--- config.mk ---
export PLATFORM = sky130hd
export DESIGN_NAME = raster_timing_gen
export DESIGN_NICKNAME = d
export VERILOG_FILES = /design/src/rtl/raster_timing_gen.sv
export SDC_FILE = /design/constraint.sdc
export NUM_CORES = 1
export LEC_CHECK = 0
export ABC_AREA = 1
export ABC_CLOCK_PERIOD_IN_PS = 3500
export BUFFER_PORTS_ARGS = -buffer_cell sky130_fd_sc_hd__buf_2
export CAP_MARGIN = 5
export CELL_PAD_IN_SITES_DETAIL_PLACEMENT = 1
export CELL_PAD_IN_SITES_GLOBAL_PLACEMENT = 1
export CORE_MARGIN = 4
export CORE_UTILIZATION = 47
export CTS_BUF_LIST = sky130_fd_sc_hd__clkbuf_8
export CTS_CLUSTER_DIAMETER = 150
export DETAILED_ROUTE_END_ITERATION = 8
export PLACE_DENSITY_LB_ADDON = 0.1
export SLEW_MARGIN = 10
export SYNTH_ARGS = -nofsm -noshare
export SYNTH_HDL_FRONTEND = slang
export SYNTH_SLANG_ARGS = --single-unit
--- constraint.sdc ---
create_clock -name clk -period 3.5 [get_ports clk]
set_input_delay 1.05 -clock clk [delete_from_list [all_inputs] [get_ports clk]]
set_output_delay 1.05 -clock clk [all_outputs]
set_load 0.02 [all_outputs]
--- src/rtl/raster_timing_gen.sv ---
module raster_timing_gen #(
  parameter int TW = 13,
  parameter int AW = 4
) (
  input  logic          clk,
  input  logic          rst_n,
  input  logic          wr_en,
  input  logic [AW-1:0] wr_addr,
  input  logic [31:0]   wr_data,
  input  logic [AW-1:0] rd_addr,
  output logic [31:0]   rd_data,
  output logic          hsync_o,
  output logic          vsync_o,
  output logic          hblank_o,
  output logic          vblank_o,
  output logic          active_o,
  output logic          irq_o
);

  localparam logic [AW-1:0] A_CTRL = 0, A_STAT = 1, A_IEN = 2, A_POL = 3,
                            A_ACT = 4, A_HTOT = 5, A_VTOT = 6, A_HS = 7,
                            A_VS = 8, A_VBOF = 9, A_VSOF = 10;
  localparam logic [TW:0]   ONE_W = 1;
  localparam logic [TW-1:0] ONE_T = 1;

  typedef struct packed {
    logic [TW-1:0] hact, vact, htot, vtot;
    logic [TW-1:0] hss, hse, vss, vse;
    logic [TW-1:0] vbs, vbe, vos, voe;
    logic [4:0]    pol;
  } tcfg_t;

  tcfg_t sh, wk;
  logic en, pend, load;
  logic [1:0] stat, ien, clr, setb;
  logic [TW-1:0] h, v;
  logic h_last, v_last;
  logic hs_raw, vs_raw, hb_raw, vb_raw, act_raw;
  logic vb_q, act_q;
  logic [TW-1:0] htot_w;
  logic unused_wr;

  function automatic logic past_pt(input logic [TW-1:0] lv, lh, pl, pp);
    return (lv > pl) || (lv == pl && lh >= pp);
  endfunction

  wire wr_ctrl = wr_en && wr_addr == A_CTRL;

  assign unused_wr = ^wr_data;
  assign htot_w = wk.htot;
  assign h_last = ({1'b0, h} + ONE_W) >= {1'b0, wk.htot};
  assign v_last = ({1'b0, v} + ONE_W) >= {1'b0, wk.vtot};
  assign load   = pend && (!en || (h_last && v_last));

  always_ff @(posedge clk) begin
    if (!rst_n) begin
      sh <= '0;
      sh.pol <= '1;
      en <= 1'b0;
      pend <= 1'b0;
      ien <= '0;
    end else if (wr_en) begin
      case (wr_addr)
        A_CTRL: en <= wr_data[2];
        A_IEN:  ien <= wr_data[13:12];
        A_POL:  sh.pol <= wr_data[4:0];
        A_ACT:  begin sh.hact <= wr_data[TW-1:0]; sh.vact <= wr_data[16 +: TW]; end
        A_HTOT: sh.htot <= wr_data[TW-1:0];
        A_VTOT: sh.vtot <= wr_data[TW-1:0];
        A_HS:   begin sh.hss <= wr_data[TW-1:0]; sh.hse <= wr_data[16 +: TW]; end
        A_VS:   begin sh.vss <= wr_data[TW-1:0]; sh.vse <= wr_data[16 +: TW]; end
        A_VBOF: begin sh.vbs <= wr_data[TW-1:0]; sh.vbe <= wr_data[16 +: TW]; end
        A_VSOF: begin sh.vos <= wr_data[TW-1:0]; sh.voe <= wr_data[16 +: TW]; end
        default: ;
      endcase
    end
    if (rst_n)
      pend <= (pend && !load) || (wr_ctrl && wr_data[1]);
  end

  always_ff @(posedge clk) begin
    if (!rst_n) begin
      wk <= '0;
      wk.pol <= '1;
    end else if (load) begin
      wk <= sh;
    end
  end

  always_ff @(posedge clk) begin
    if (!rst_n || !en) begin
      h <= '0;
      v <= '0;
    end else if (h_last) begin
      h <= '0;
      v <= v_last ? '0 : v + ONE_T;
    end else begin
      h <= h + ONE_T;
    end
  end

  assign hb_raw  = en && (h >= wk.hact);
  assign act_raw = en && (h < wk.hact) && (v < wk.vact);
  assign hs_raw  = en && (h >= wk.hss) && (h < wk.hse);
  assign vb_raw  = en && (past_pt(v, h, wk.vact, wk.vbs) || (v == '0 && h < wk.vbe));
  assign vs_raw  = en && past_pt(v, h, wk.vss, wk.vos) && !past_pt(v, h, wk.vse, wk.voe);

  assign vblank_o = ~(vb_raw  ^ wk.pol[0]);
  assign hblank_o = ~(hb_raw  ^ wk.pol[1]);
  assign vsync_o  = ~(vs_raw  ^ wk.pol[2]);
  assign hsync_o  = ~(hs_raw  ^ wk.pol[3]);
  assign active_o = ~(act_raw ^ wk.pol[4]);

  assign clr  = (wr_en && wr_addr == A_STAT) ? wr_data[13:12] : 2'b00;
  assign setb = {act_raw && !act_q, vb_raw && !vb_q};

  always_ff @(posedge clk) begin
    if (!rst_n) begin
      stat  <= '0;
      vb_q  <= 1'b0;
      act_q <= 1'b0;
    end else begin
      stat  <= (stat & ~clr) | setb;
      vb_q  <= vb_raw;
      act_q <= act_raw;
    end
  end

  assign irq_o = |(stat & ien);

  always_comb begin
    case (rd_addr)
      A_CTRL:  rd_data = {29'b0, en, pend, 1'b0};
      A_STAT:  rd_data = {18'b0, stat, 12'b0};
      A_IEN:   rd_data = {18'b0, ien, 12'b0};
      A_POL:   rd_data = {27'b0, sh.pol};
      A_ACT:   rd_data = (32'(sh.vact) << 16) | 32'(sh.hact);
      A_HTOT:  rd_data = 32'(sh.htot);
      A_VTOT:  rd_data = 32'(sh.vtot);
      A_HS:    rd_data = (32'(sh.hse) << 16) | 32'(sh.hss);
      A_VS:    rd_data = (32'(sh.vse) << 16) | 32'(sh.vss);
      A_VBOF:  rd_data = (32'(sh.vbe) << 16) | 32'(sh.vbs);
      A_VSOF:  rd_data = (32'(sh.voe) << 16) | 32'(sh.vos);
      default: rd_data = '0;
    endcase
  end

endmodule

# Word-level counts from Yosys, hierarchy flattened
# Index checks and enable logic that the tools add are counted.
dict set report totals {
  ram_bits 0
  input_bits 43
  regBits 356
  latchBits 0
  rom_bits 0
  out_inout_bits 38
  memories 0
}
dict set report op_classes {
  div_mod_pow 0
  n_lt_le_gt_ge 14
  addsub 4
  eq_ne 23
  multipliers 0
  n_shift 0
  muxes 3
  n_reduce_logical 48
  n_bitwise 19
}
# op count
set op_table {}
lappend op_table {{29-bit case mux with 11 select lines} 1}
lappend op_table {{29-bit by 13-bit OR with 29-bit output} 5}
lappend op_table {{13-bit greater-or-equal comparator} 5}
lappend op_table {{13-bit < comparator} 4}
lappend op_table {{13-bit equality test} 3}
lappend op_table {{13-bit greater-than comparator} 3}
lappend op_table {{4-bit by 3-bit equality test with 1-bit output (second input constant)} 8}
lappend op_table {{13-bit by 1-bit adder with 14-bit output (second input constant)} 2}
lappend op_table {{14-bit by 13-bit greater-or-equal comparator with 1-bit output} 2}
lappend op_table {{13-bit by 1-bit adder with 13-bit output (second input constant)} 2}
lappend op_table {{4-bit equality test (second input constant)} 6}
lappend op_table {{1-bit logical AND} 20}
lappend op_table {{2-bit AND reduction} 10}
lappend op_table {{4-bit by 2-bit equality test with 1-bit output (second input constant)} 4}
lappend op_table {{13-bit logical NOT} 1}
lappend op_table {{13-bit two-way mux} 1}
lappend op_table {{4-bit by 1-bit equality test with 1-bit output (second input constant)} 2}
lappend op_table {{4-bit logical NOT} 2}
lappend op_table {{1-bit logical OR} 7}
lappend op_table {{1-bit logical NOT} 6}
lappend op_table {{1-bit NOT} 5}
lappend op_table {{1-bit XOR} 5}
lappend op_table {{2-bit AND} 2}
lappend op_table {{2-bit OR reduction} 2}
lappend op_table {{other kinds (3)} 3}

# Depth between registers and ports, before layout
# Gate-level depths: netlist of the first run.
dict set report logic_depth {
  ltp_word 8
  mapped_depth 25
  depth_no_buf 23
}

# Least setup slack after synthesis of the first run
# No wires, ideal clock.
dict set report synth_timing {
  kind {input-to-output}
  from {input port rd_addr[3]}
  to {output port rd_data[17]}
  required_time_ns 2.450
  setup_slack_ns 0.078
  path_stages 8
  t_arrival_ns 2.372
  path_cell_list {inv_1 nand2_1 inv_1 nand2_1 clkinv_1 clkbuf_1 a221oi_1 o21ai_0}
}
dict set report synth_between {
  elab_chain_cells 2
}
# item line_no
set synth_rtl {}
lappend synth_rtl {{from (decl)} 10} ;# input logic [AW-1:0] rd_addr,
lappend synth_rtl {{4-bit equality test (tied with other cells)} 132} ;# case (rd_addr)
lappend synth_rtl {{29-bit case mux with 11 select lines (*)} 132}
lappend synth_rtl {{to (decl)} 11} ;# output logic [31:0] rd_data,
# Every way passes the cells marked *; elsewhere a longest branch is shown, timed or not.

# Worst setup path after layout of the first run
dict set report layout_timing {
  from {register h[12]}
  to {output port vblank_o}
}
dict set report layout_between {
  elab_chain_cells 7
}
# item line_no
set layout_rtl {}
lappend layout_rtl {{from (decl)} 36} ;# logic [TW-1:0] h, v;
lappend layout_rtl {{from (signal assigned)} 98} ;# h <= h + ONE_T;
lappend layout_rtl {{13-bit greater-or-equal comparator} 44} ;# return (lv > pl) || (lv == pl && lh >= pp);
lappend layout_rtl {{1-bit logical AND} 44}
lappend layout_rtl {{1-bit logical OR} 44}
lappend layout_rtl {{1-bit logical OR (*)} 105} ;# assign vb_raw = en && (past_pt(v, h, wk.vact, wk.vbs) || (v == '0 && h < wk.vbe));
lappend layout_rtl {{1-bit logical AND (*)} 105}
lappend layout_rtl {{1-bit XOR (*)} 108} ;# assign vblank_o = ~(vb_raw ^ wk.pol[0]);
lappend layout_rtl {{1-bit NOT (*)} 108}
lappend layout_rtl {{to (decl)} 15} ;# output logic vblank_o,
# Marked as above.

==> tab_implementation.tex, run 1 <==
\begin{tabular}{lr}
\hline
Metric & Value \\
\hline
\multicolumn{2}{l}{\textbf{Status}} \\
\quad Run status & finished, violations left \\
\quad Violations in the final reports & setup timing \\
\multicolumn{2}{l}{\textbf{Placement}} \\
\quad Weighted congestion reported at the end of routability-driven placement & 0.962 \\
\quad Port buffer count & 70 \\
\quad Placement-stage cell area & 21,000 um\^{}2 \\
\quad Detailed placer's ending HPWL & 51,200 um \\
\quad Placed cell count & 3,245 \\
\multicolumn{2}{l}{\textbf{Detailed routing}} \\
\quad Routed WL & 75,500 um \\
\quad Via count & 19,500 \\
\quad Detail-routed via count per cell & 5.73 \\
\quad Total DRC errors in the routed layout & 0 \\
\quad Drt wl/cell & 22.1 um \\
\quad Remaining number of nets flagged by the antenna check after routing & 0 \\
\quad Length of the first detailed-routing pass in iterations & 6 \\
\quad DRC marker count from the first detailed-route iteration & 1,275 \\
\multicolumn{2}{l}{\textbf{Timing}} \\
\quad Max-Slew Margin vs Limit & 36.1\% \\
\quad Setup WS post-layout & -338 ps \\
\quad Max Clock Skew & 35.6 ps \\
\quad Aggregate negative setup slack & -7210 ps \\
\quad Min Tclk post-route & 3840 ps \\
\quad Post-route fraction of the period consumed by the critical path & 110\% \\
\quad Actual slew at the worst max-slew pin & 958 ps \\
\quad Final number of max-transition violations & 0 \\
\quad RSZ-0062 raised after global routing & yes \\
\quad Achievable frequency & 261 MHz \\
\quad Number of hold violations in the final report & 0 \\
\quad Setup Viol. Count Final & 144 \\
\multicolumn{2}{l}{\textbf{Clock tree}} \\
\quad Deepest clock path buffer count & 3 \\
\quad Number of clock sinks & 356 \\
\quad Latest clock arrival within the worst-skew pair & 630 ps \\
\quad CTS tree & done \\
\quad Hold buffer count at CTS & 0 \\
\quad H-tree levels & 3 \\
\quad Total clock buffers created by CTS & 66 \\
\quad Clock transition at the registers of the reported paths & 60 ps \\
\quad Cell chosen for the clock root & clkbuf\_8 \\
\multicolumn{2}{l}{\textbf{Hold path}} \\
\quad Worst min-delay path startpoint & act\_q\$\_SDFF\_PN0\_ \\
\quad Endpoint, Worst Hold & stat[1]\$\_SDFF\_PN0\_ \\
\quad Number of cells on the worst hold path & 1 \\
\quad Worst min-delay path class & flop to flop \\
\multicolumn{2}{l}{\textbf{Synth}} \\
\quad Syn Std Cell Area & 19,400 um\^{}2 \\
\quad Post-synthesis average cell area & 7.28 um\^{}2 \\
\quad Warning count from the yosys run & 0 \\
\quad Gate count of the mapped netlist & 2,667 \\
\quad Synthesized flop and latch total & 356 \\
\quad Top flip-flop cell by instance count after synthesis & dfxtp\_1 \\
\quad Share of synthesized area occupied by flip-flops and latches & 36.7\% \\
\quad Cell variety after synth & 38 \\
\quad Number of synthesized flops with an enable pin & 0 \\
\quad Share of synthesized registers carrying an async set or reset & 0\% \\
\multicolumn{2}{l}{\textbf{Cells and area}} \\
\quad Area taken by multi-input logic gates & 11,300 um\^{}2 \\
\quad Utilization of the core after routing & 59.5\% \\
\quad Area occupied by registers & 7180 um\^{}2 \\
\quad Layout cell share with drive strength beyond 1 & 23.7\% \\
\quad Area of all placed cells without fillers & 24,300 um\^{}2 \\
\quad FILL cells & 4,974 \\
\quad P\&R area growth vs syn & 25.1\% \\
\quad Count of non-filler cells in the finished layout & 3,411 \\
\quad Final nets & 3,034 \\
\multicolumn{2}{l}{\textbf{Critical path}} \\
\quad Crit Reg-Reg Endpoint & vb\_q\$\_SDFF\_PN0\_ \\
\quad Critical path required time & 2450 ps \\
\quad Buffers and inverters on the worst path & 3 \\
\quad Reg2reg path depth & 28 \\
\quad Slowest cell on the critical path & dfxtp\_4 \\
\quad Series of cell instances along the critical path & buf\_12 > ha\_1 > a21oi\_1 > o21ai\_0 > a21oi\_1 > nand4\_1 > nand2\_1 > nand2\_2 > nand2\_2 > buf\_4 > nand2\_4 > nand2\_4 > buf\_6 \\
\quad Element type at the critical path end & output port \\
\quad Arrival time reported for the critical path endpoint & 2790 ps \\
\quad CP top delay family & simple AND/OR/NAND/NOR gates \\
\quad Worst reg2reg startpoint & h[0]\$\_SDFF\_PP0\_ \\
\quad Start-to-end type of the worst setup path & flop to output port \\
\quad Setup slack of the most critical reg-to-reg path & -320 ps \\
\quad Critical path startpoint category & flop \\
\quad Max stage delay on crit path & 360 ps \\
\quad Largest fanout on the critical path & 8 \\
\quad Worst setup path start & h[12]\$\_SDFF\_PP0\_ \\
\multicolumn{2}{l}{\textbf{Global route}} \\
\quad Largest net degree at the start of global routing & 157 \\
\quad Wire length of the first global-routing pass & 111,000 um \\
\quad GR Util All Layers & 31.8\% \\
\quad Overflow left after global routing & 0 \\
\quad Antenna violations before repair & 12 \\
\quad Number of global-route vias before repair & 20,000 \\
\multicolumn{2}{l}{\textbf{Floorplanning}} \\
\quad Number of top-level design ports & 81 \\
\quad Die Outline Area & 44,600 um\^{}2 \\
\quad Initial Util & 47.5\% \\
\quad Standard cell core area & 40,800 um\^{}2 \\
\quad Placement row count & 74 \\
\quad Height of the die & 211 um \\
\quad Die width & 211 um \\
\multicolumn{2}{l}{\textbf{Power and ir drop}} \\
\quad Power density over the cells & 365 nW/um\^{}2 \\
\quad Static power due to leakage & 10.0 nW \\
\quad VDD IR max & 0.000285 V \\
\multicolumn{2}{l}{\textbf{Run}} \\
\quad \# Max-Cap Violations & 0 \\
\hline
\end{tabular}
==> metrics by stage <==
stage	power [W]	setup WS, ps	hold slack (ps)
final	0.00886	-338	444
after detailed placement	0.00481	-261	425
after global routing	0.00915	-469	461
after floorplan	0.00457	77.8	399
after CTS	0.00887	-247	438
after global placement	0.00479	-190	411
==> per-layer routing <==
layer | share of wire, % | vias up | wire length, um | track usage (%)
met5 | 0.087 | - | 66 | 0
met4 | 5.4 | 10 | 4110 | 16.6
met3 | 6.7 | 225 | 5090 | 5.88
met2 | 48 | 680 | 36300 | 53.5
met1 | 40 | 9447 | 30000 | 38.8
li1 | - | 9166 | - | -
==> worst max-delay path by stage <==
stage / endpoint / depth (start not counted) / slack [ps]
2_1_floorplan: rd_data[17] / 8 / 80
3_3_place_gp: rd_data[1] / 9 / -190
3_5_place_dp: rd_data[1] / 9 / -260
4_1_cts: vblank_o / 14 / -250
5_1_grt: vb_q$_SDFF_PN0_ / 28 / -470
6_report: vblank_o / 13 / -340
==> area by class of cell <==
cell class                      instances  share of cell area [%]
Antenna cell                            6                  0.0618
Clock inverter                         25                   0.639
Timing Repair Buffer                  251                    9.76
Inverter                              402                    6.24
Tap cell                              532                    2.74
Clock buffer                           82                    4.65
Sequential cell                       356                    29.6
Multi-Input combinational cell       1757                    46.3
==> sequential cells by signal, indices dropped and copies added, names as in the netlist <==
signal / count
act_q: 1
en: 1
h: 13
sh: 161
wk: 148
ien: 2
pend: 1
vb_q: 1
v: 13
htot_w: 13
stat: 2
==> cell usage in the layout (no fill, tap or decap), types with 10 or more instances in the layout <==
master / instances
o21ai_1: 15
ha_4: 36
buf_12: 28
inv_2: 12
nor2_1: 233
buf_4: 138
nand4_1: 36
a21oi_1: 273
dfxtp_2: 22
nand2_1: 325
o22ai_1: 35
buf_6: 21
dfxtp_1: 326
buf_2: 52
o21ai_0: 190
clkbuf_8: 83
nand2_2: 26
a221oi_2: 19
ha_1: 120
inv_1: 408
nor3_1: 10
nand3_1: 180
a21oi_2: 120
nand3_2: 27
==> kinds of logic (layout without fill, tap and decap cells) <==
family,after synthesis,count (layout),share of synthesized area (%)
other,1,11,0.0193
AO/OA/AOI/OAI,695,695,21.0
buffers and inverters,558,760,12.0
XOR/XNOR,19,19,0.857
AND/OR/NAND/NOR,881,881,19.3
adder cells (fa/ha/maj),157,157,10.1
flip-flops,356,356,36.7
==> where the power goes <==
part / internal [W] / switching, W
registers: 0.00410 / 0.0000335
clock network: 0.00223 / 0.00182
logic: 0.000217 / 0.000449
total: 0.00655 / 0.00230
==> synthesized netlist by cell type (2+ instances only) <==
cell      number  area share (%)
o22ai_1       40             1.3
a211oi_1       8            0.31
buf_8          2            0.15
buf_2         32            0.82
inv_1        401             7.8
dfxtp_1      356              37
nand2_1      355             6.9
o21bai_1       4            0.15
a221oi_1      22            0.99
buf_4          5            0.19
nor3_1        18            0.46
a21oi_2      100             4.5
a21oi_1      296             7.6
nand4_1       36             1.2
xor2_1        12            0.54
nand3_2        2            0.10
nand2_2        3           0.097
buf_12         9            0.93
nor4_1         6            0.19
o21ai_0      210             5.4
nand3_1      207             5.3
o221ai_1      10            0.45
buf_1         23            0.44
nor2_1       245             4.7
clkbuf_1      84             1.6
a21o_1         2           0.077
nand3b_1       6            0.23
xnor2_1        7            0.32
ha_1         157              10
==> timing repair <==
action | 4_1_cts | 5_1_grt
pin swaps | 43 | 43
endpoints found under the setup margin | 167 | 215
cloned | 0 | 6
buffers inserted | 23 | 24
resized for setup | 193 | 139
Note: power is estimated with default switching activity, not from simulation.
==> run 2, diff against run 1 <==
--- a/config.mk
+++ b/config.mk
@@ -16,7 +16,7 @@
 export CTS_BUF_LIST = sky130_fd_sc_hd__clkbuf_8
 export CTS_CLUSTER_DIAMETER = 150
 export DETAILED_ROUTE_END_ITERATION = 8
-export PLACE_DENSITY_LB_ADDON = 0.1
+export PLACE_DENSITY = 0.81
 export SLEW_MARGIN = 10
 export SYNTH_ARGS = -nofsm -noshare
 export SYNTH_HDL_FRONTEND = slang
==> tab_implementation.tex, run 2 (synthesis gave the netlist of run 1 again) <==
\begin{tabular}{lr}
\hline
Metric & Value \\
\hline
\multicolumn{2}{l}{\textbf{Cells and area}} \\
\quad Layout cell share with drive strength beyond 1 & 22.7\% (-1.0 points) \\
\quad Count of non-filler cells in the finished layout & 3,383 (-0.82\%) \\
\quad FILL cells & 4,973 (-0.020\%) \\
\quad Most common cell after layout, fill and taps aside & inv\_1 \\
\quad P\&R area growth vs syn & 24.4\% \\
\quad Utilization of the core after routing & 59.2\% (-0.33 points) \\
\quad Area occupied by registers & 7200 um\^{}2 (+0.21\%) \\
\quad Largest registers & sh (161), wk (148) \\
\quad Area taken by multi-input logic gates & 11,200 um\^{}2 (-0.33\%) \\
\quad Highest-count cells in the layout ignoring fill and taps & 409 x inv\_1, 320 x dfxtp\_1, 317 x nand2\_1, 284 x a21oi\_1, 229 x nor2\_1 \\
\quad Number of flip-flops in the largest register & 161 (unchanged) \\
\quad Final nets & 3,002 (-1.1\%) \\
\quad Register with the highest flop count & sh \\
\multicolumn{2}{l}{\textbf{Critical path}} \\
\quad Largest fanout on the critical path & 4 (-4) \\
\quad Critical path startpoint category & flop \\
\quad Arrival time reported for the critical path endpoint & 2820 ps (+30 ps) \\
\quad Critical path required time & 2450 ps (about the same) \\
\quad Element type at the critical path end & output port \\
\quad Start-to-end type of the worst setup path & flop to output port \\
\multicolumn{2}{l}{\textbf{Placement}} \\
\quad Placed cell count & 3,217 (-0.86\%) \\
\quad Weighted congestion reported at the end of routability-driven placement & 0.948 (-1.4\%) \\
\quad Detailed placer's ending HPWL & 51,100 um (-0.32\%) \\
\quad Port buffer count & 70 (unchanged) \\
\multicolumn{2}{l}{\textbf{Timing}} \\
\quad Max Clock Skew & 24.3 ps (-11.3 ps) \\
\quad Final Hold Slack & 447 ps (+2.93 ps) \\
\quad Post-route fraction of the period consumed by the critical path & 111\% (+0.92 points) \\
\quad Achievable frequency & 258 MHz (-0.83\%) \\
\quad Number of hold violations in the final report & 0 (unchanged) \\
\quad Min Tclk post-route & 3870 ps (+32.2 ps) \\
\quad Actual slew at the worst max-slew pin & 979 ps (+20.7 ps) \\
\quad Max-Slew Margin vs Limit & 34.7\% (-1.3 points) \\
\quad RSZ-0062 raised after global routing & yes \\
\quad Setup WS post-layout & -370 ps (-32.2 ps) \\
\quad Setup Viol. Count Final & 185 (+28\%) \\
\quad Final number of max-transition violations & 0 (unchanged) \\
\multicolumn{2}{l}{\textbf{Detailed routing}} \\
\quad Detail-routed via count per cell & 6.02 (+5.1\%) \\
\quad Drt wl/cell & 24.6 um (+11\%) \\
\quad Total DRC errors in the routed layout & 0 (unchanged) \\
\quad DRC marker count from the first detailed-route iteration & 1,882 (+48\%) \\
\quad Via count & 20,400 (+4.2\%) \\
\quad Routed WL & 83,200 um (+10\%) \\
\quad Length of the first detailed-routing pass in iterations & 6 (unchanged) \\
\quad Remaining number of nets flagged by the antenna check after routing & 0 (unchanged) \\
\multicolumn{2}{l}{\textbf{Global route}} \\
\quad Wire length of the first global-routing pass & 117,000 um (+5.7\%) \\
\quad Antenna violations before repair & 12 (unchanged) \\
\quad Largest net degree at the start of global routing & 174 (+11\%) \\
\quad Overflow left after global routing & 0 (unchanged) \\
\quad Number of global-route vias before repair & 20,500 (+2.6\%) \\
\quad GR Util All Layers & 33.6\% (+1.8 points) \\
\multicolumn{2}{l}{\textbf{Hold path}} \\
\quad Worst min-delay path class & flop to flop \\
\multicolumn{2}{l}{\textbf{Floorplanning}} \\
\quad Die Outline Area & 44,600 um\^{}2 (unchanged) \\
\quad Initial Util & 47.5\% (unchanged) \\
\quad Die width & 211 um (unchanged) \\
\quad Number of top-level design ports & 81 (unchanged) \\
\quad Placement row count & 74 (unchanged) \\
\quad Height of the die & 211 um (unchanged) \\
\quad Standard cell core area & 40,800 um\^{}2 (unchanged) \\
\multicolumn{2}{l}{\textbf{Clock tree}} \\
\quad Clock transition at the registers of the reported paths & 60 ps (about the same) \\
\quad Total clock buffers created by CTS & 67 (+1.5\%) \\
\quad Cell chosen for the clock root & clkbuf\_8 \\
\quad Hold buffer count at CTS & 0 (unchanged) \\
\quad H-tree levels & 3 (unchanged) \\
\quad Deepest clock path buffer count & 3 (unchanged) \\
\quad Number of clock sinks & 356 (unchanged) \\
\quad Latest clock arrival within the worst-skew pair & 650 ps (+20 ps) \\
\quad CTS tree & done \\
\multicolumn{2}{l}{\textbf{Status}} \\
\quad Violations in the final reports & setup timing \\
\quad Run status & finished, violations left \\
\multicolumn{2}{l}{\textbf{Power and ir drop}} \\
\quad VDD IR max & 0.000411 V (+44\%) \\
\quad Power density over the cells & 367 nW/um\^{}2 (+0.52\%) \\
\quad Static power due to leakage & 9.97 nW (-0.62\%) \\
\multicolumn{2}{l}{\textbf{Run}} \\
\quad \# Max-Cap Violations & 0 (unchanged) \\
\hline
\end{tabular}
[run 2: path summary, 6_finish.rpt]
check	from	end	slack, ps	cells after the start
worst max-delay path	v[11]$_SDFFE_PP0P_	vblank_o	-370	14
worst min-delay path	act_q$_SDFF_PN0_	stat[1]$_SDFF_PN0_	450	1
worst max register to register	h[0]$_SDFF_PP0_	wk[150]$_SDFFE_PN0P_	-310	26
worst min register to register	act_q$_SDFF_PN0_	stat[1]$_SDFF_PN0_	450	1
[run 2: power breakdown]
part | total, W | switching (W) | leakage, nW | internal [W]
combinational | 0.000697 | 0.000482 | 6.34 | 0.000215
sequential | 0.00414 | 0.0000330 | 2.90 | 0.00410
clock | 0.00402 | 0.00191 | 0.733 | 0.00212
[run 2: final cells by class]
cell class / count / area share, %
multi-input cells: 1757 / 46.4
diodes: 6 / 0.0622
flip-flops and latches: 356 / 29.8
inverters: 402 / 6.25
well taps: 532 / 2.76
clock buffers: 79 / 4.50
repair buffers: 218 / 9.44
clock inverters: 33 / 0.741
[run 2: what timing repair did]
action | 4_1_cts | 5_1_grt
cloned | 5 | 8
setup endpoints to repair | 119 | 217
hold endpoints to repair | 0 | 0
pin swaps | 61 | 45
buffers inserted | 25 | 11
gates resized for setup | 249 | 110
[run 2: worst max-delay path, cell delays in order (launching register included)]
cell	delay, ps
dfxtp_4	380
ha_4	280
buf_4	90
buf_4	110
nand4_1	160
nor2_1	170
o21ai_1	130
buf_4	180
nand3b_1	80
nand2_1	70
nand2_2	120
nand2_2	80
nand2_2	90
nand2_4	80
buf_6	140
[run 2: metrics by stage]
step / setup TNS [ps] / setup WS [ps] / instance area (um^2) / power (W)
finish: -25810 / -370 / 24200 / 0.00886
floorplan: 0 / 77.8 / 19400 / 0.00457
global route: -49070 / -453 / 24100 / 0.00912
global placement: -1360 / -131 / 20700 / 0.00478
CTS: -659 / -237 / 23400 / 0.00878
detailed placement: -2160 / -162 / 20700 / 0.00480
[run 2: per-layer routing]
layer	track usage, %	up-vias	wire [um]
met1	40.7	9925	31800
met4	18.4	12	5390
li1	-	9118	-
met5	0	-	67
met3	6.83	340	6530
met2	56.0	962	39400
==> run 3, diff against run 2 <==
--- a/config.mk
+++ b/config.mk
@@ -11,12 +11,11 @@
 export CAP_MARGIN = 5
 export CELL_PAD_IN_SITES_DETAIL_PLACEMENT = 1
 export CELL_PAD_IN_SITES_GLOBAL_PLACEMENT = 1
-export CORE_MARGIN = 4
 export CORE_UTILIZATION = 47
 export CTS_BUF_LIST = sky130_fd_sc_hd__clkbuf_8
 export CTS_CLUSTER_DIAMETER = 150
 export DETAILED_ROUTE_END_ITERATION = 8
-export PLACE_DENSITY = 0.81
+export PLACE_DENSITY_LB_ADDON = 0.25
 export SLEW_MARGIN = 10
 export SYNTH_ARGS = -nofsm -noshare
 export SYNTH_HDL_FRONTEND = slang
==> tab_implementation.tex, run 3 (synthesis gave the netlist of run 1 again) <==
\begin{tabular}{lr}
\hline
Metric & Value \\
\hline
\multicolumn{2}{l}{\textbf{Status}} \\
\quad Run status & finished, violations left \\
\quad Violations in the final reports & setup timing \\
\multicolumn{2}{l}{\textbf{Power and ir drop}} \\
\quad Seq pwr share & 46.7\% (about the same) \\
\quad Int Pwr & 0.00639 W (-0.76\%) \\
\quad Switching Fraction & 27.8\% (+0.49 points) \\
\quad Power density over the cells & 356 nW/um\^{}2 (-2.9\%) \\
\quad Post-layout total power & 0.00885 W (about the same) \\
\quad Combinational power share & 8.3\% (+0.4 points) \\
\quad VDD IR max & 0.000278 V (-32\%) \\
\quad Static power due to leakage & 10.3 nW (+2.9\%) \\
\quad Switching power summed over all nets & 0.00246 W (+1.7\%) \\
\quad Clock network power share & 44.9\% (-0.5 points) \\
\multicolumn{2}{l}{\textbf{Critical path}} \\
\quad Element type at the critical path end & output port \\
\quad Worst setup path start & v[1]\$\_SDFFE\_PP0P\_ \\
\quad Crit Reg-Reg Endpoint & wk[118]\$\_SDFFE\_PN0P\_ \\
\quad Arrival time reported for the critical path endpoint & 2720 ps (-100 ps) \\
\quad Worst reg2reg startpoint & h[0]\$\_SDFF\_PP0\_ \\
\quad Reg2reg path depth & 25 (-3.8\%) \\
\quad Critical path required time & 2450 ps (about the same) \\
\quad Start-to-end type of the worst setup path & flop to output port \\
\quad Critical path startpoint category & flop \\
\quad Setup slack of the most critical reg-to-reg path & -130 ps (+180 ps) \\
\quad End point of the critical path & vblank\_o \\
\quad Largest fanout on the critical path & 3 (-1) \\
\multicolumn{2}{l}{\textbf{Floorplanning}} \\
\quad Number of top-level design ports & 81 (unchanged) \\
\quad Die width & 205 um (-2.8\%) \\
\quad Height of the die & 205 um (-2.8\%) \\
\quad Die Outline Area & 42,100 um\^{}2 (-5.6\%) \\
\quad Standard cell core area & 40,700 um\^{}2 (-0.23\%) \\
\quad Initial Util & 47.7\% (+0.11 points) \\
\quad Placement row count & 74 (unchanged) \\
\multicolumn{2}{l}{\textbf{Cells and area}} \\
\quad Area taken by multi-input logic gates & 11,600 um\^{}2 (+3.8\%) \\
\quad Count of non-filler cells in the finished layout & 3,419 (+1.1\%) \\
\quad Area occupied by registers & 7200 um\^{}2 (about the same) \\
\quad Largest registers & sh (161), wk (148) \\
\quad Final nets & 3,038 (+1.2\%) \\
\quad Number of flip-flops in the largest register & 161 (unchanged) \\
\quad P\&R area growth vs syn & 28.1\% \\
\quad Most common cell after layout, fill and taps aside & inv\_1 \\
\quad Highest-count cells in the layout ignoring fill and taps & 413 x inv\_1, 321 x dfxtp\_1, 313 x nand2\_1, 274 x a21oi\_1, 224 x nor2\_1 \\
\quad Layout cell share with drive strength beyond 1 & 25.4\% (+2.8 points) \\
\quad FILL cells & 4,939 (-0.68\%) \\
\quad Register with the highest flop count & sh \\
\multicolumn{2}{l}{\textbf{Clock tree}} \\
\quad Total clock buffers created by CTS & 67 (unchanged) \\
\quad Latest clock arrival within the worst-skew pair & 650 ps (about the same) \\
\quad Cell chosen for the clock root & clkbuf\_8 \\
\quad Clock transition at the registers of the reported paths & 60 ps (about the same) \\
\quad Number of clock sinks & 356 (unchanged) \\
\quad CTS tree & done \\
\quad Deepest clock path buffer count & 3 (unchanged) \\
\quad H-tree levels & 3 (unchanged) \\
\multicolumn{2}{l}{\textbf{Global route}} \\
\quad Wire length of the first global-routing pass & 116,000 um (-0.97\%) \\
\quad Antenna violations before repair & 10 (-2) \\
\quad Number of global-route vias before repair & 20,500 (-0.26\%) \\
\quad Overflow left after global routing & 0 (unchanged) \\
\quad GR Util All Layers & 36.2\% (+2.6 points) \\
\quad Largest net degree at the start of global routing & 102 (-41\%) \\
\multicolumn{2}{l}{\textbf{Timing}} \\
\quad Max-Slew Margin vs Limit & 24.8\% (-10 points) \\
\quad Post-route fraction of the period consumed by the critical path & 108\% (-2.8 points) \\
\quad Number of hold violations in the final report & 0 (unchanged) \\
\quad Actual slew at the worst max-slew pin & 1130 ps (+148 ps) \\
\quad RSZ-0062 raised after global routing & yes \\
\quad Final number of max-transition violations & 0 (unchanged) \\
\quad Setup Viol. Count Final & 83 (-55\%) \\
\quad Min Tclk post-route & 3770 ps (-99.5 ps) \\
\quad Achievable frequency & 265 MHz (+2.6\%) \\
\quad Max Clock Skew & 43.2 ps (+18.9 ps) \\
\quad Setup WS post-layout & -270 ps (+99.5 ps) \\
\multicolumn{2}{l}{\textbf{Run}} \\
\quad \# Max-Cap Violations & 0 (unchanged) \\
\multicolumn{2}{l}{\textbf{Placement}} \\
\quad Placed cell count & 3,242 (+0.78\%) \\
\quad Weighted congestion reported at the end of routability-driven placement & 0.953 (+0.51\%) \\
\quad Detailed placer's ending HPWL & 51,000 um (-0.14\%) \\
\quad Port buffer count & 70 (unchanged) \\
\multicolumn{2}{l}{\textbf{Detailed routing}} \\
\quad Total DRC errors in the routed layout & 0 (unchanged) \\
\quad DRC marker count from the first detailed-route iteration & 1,618 (-14\%) \\
\quad Remaining number of nets flagged by the antenna check after routing & 0 (unchanged) \\
\quad Via count & 20,500 (+0.71\%) \\
\quad Length of the first detailed-routing pass in iterations & 6 (unchanged) \\
\quad Drt wl/cell & 24.8 um (+0.88\%) \\
\quad Detail-routed via count per cell & 6.00 (-0.35\%) \\
\quad Routed WL & 84,800 um (+2.0\%) \\
\multicolumn{2}{l}{\textbf{Hold path}} \\
\quad Worst min-delay path class & flop to flop \\
\hline
\end{tabular}
[run 3: how the worst min path moves through the flow]
stage | startpoint | slack [ps] | depth (start not counted) | to
6_report | act_q$_SDFF_PN0_ | 430 | 1 | stat[1]$_SDFF_PN0_
3_5_place_dp | act_q$_SDFF_PN0_ | 430 | 1 | stat[1]$_SDFF_PN0_
5_1_grt | act_q$_SDFF_PN0_ | 440 | 1 | stat[1]$_SDFF_PN0_
4_1_cts | act_q$_SDFF_PN0_ | 440 | 1 | stat[1]$_SDFF_PN0_
2_1_floorplan | act_q$_SDFF_PN0_ | 400 | 1 | stat[1]$_SDFF_PN0_
3_3_place_gp | act_q$_SDFF_PN0_ | 410 | 1 | stat[1]$_SDFF_PN0_
[run 3: power groups by stage]
stage                     Combinational, W  Sequential, W  Clock (W)
after floorplan                   0.000351        0.00422          0
after global placement            0.000566        0.00422          0
after detailed placement          0.000587        0.00423          0
after CTS                         0.000638        0.00414    0.00395
after global routing              0.000779        0.00414    0.00419
final                             0.000736        0.00414    0.00398
[run 3: timing repair]
item	4_1_cts	5_1_grt
cloned	3	15
pin swaps	55	93
endpoints found under the setup margin	193	207
buffers inserted	20	26
hold buffers	0	0
resized for setup	216	267
[run 3: stage by stage]
| step | utilization (%) | TNS (ps) | hold slack, ps | worst slack [ps] | instance area, um^2 |
|---|---|---|---|---|---|
| 2_1_floorplan | - | 0 | 399 | 77.8 | 19400 |
| 3_3_place_gp | 51.2 | -1770 | 406 | -109 | 20900 |
| 3_5_place_dp | 51.2 | -10370 | 431 | -188 | 20900 |
| 4_1_cts | 57.1 | -717 | 440 | -207 | 23300 |
| 5_1_grt | 61.0 | -28330 | 439 | -381 | 24900 |
| 6_report | 61.0 | -4550 | 433 | -270 | 24900 |
[run 3: critical path, stage by stage (launching register included)]
cell and delay [ps]:
dfxtp_4 360, buf_6 120, buf_6 120, inv_4 50
ha_4 110, inv_2 40, nor4_4 260, nand4_1 230
nor2_1 180, nand2_2 110, nand2_4 120, nand2_4 70
nand2_4 80, nand2_4 80, buf_6 140
[run 3: layout make-up]
type | count | share of cell area, %
well taps | 532 | 2.68
clock inverters | 36 | 0.564
multi-input cells | 1759 | 46.9
diodes | 2 | 0.0201
flip-flops and latches | 356 | 29.0
repair buffers | 252 | 10.3
clock buffers | 80 | 4.43
inverters | 402 | 6.13
[run 3: metal layers]
layer / wire (um) / track usage, %
met5: 89 / 0
met4: 6080 / 21.6
met3: 6390 / 7.79
met2: 40100 / 60.6
met1: 32200 / 42.5
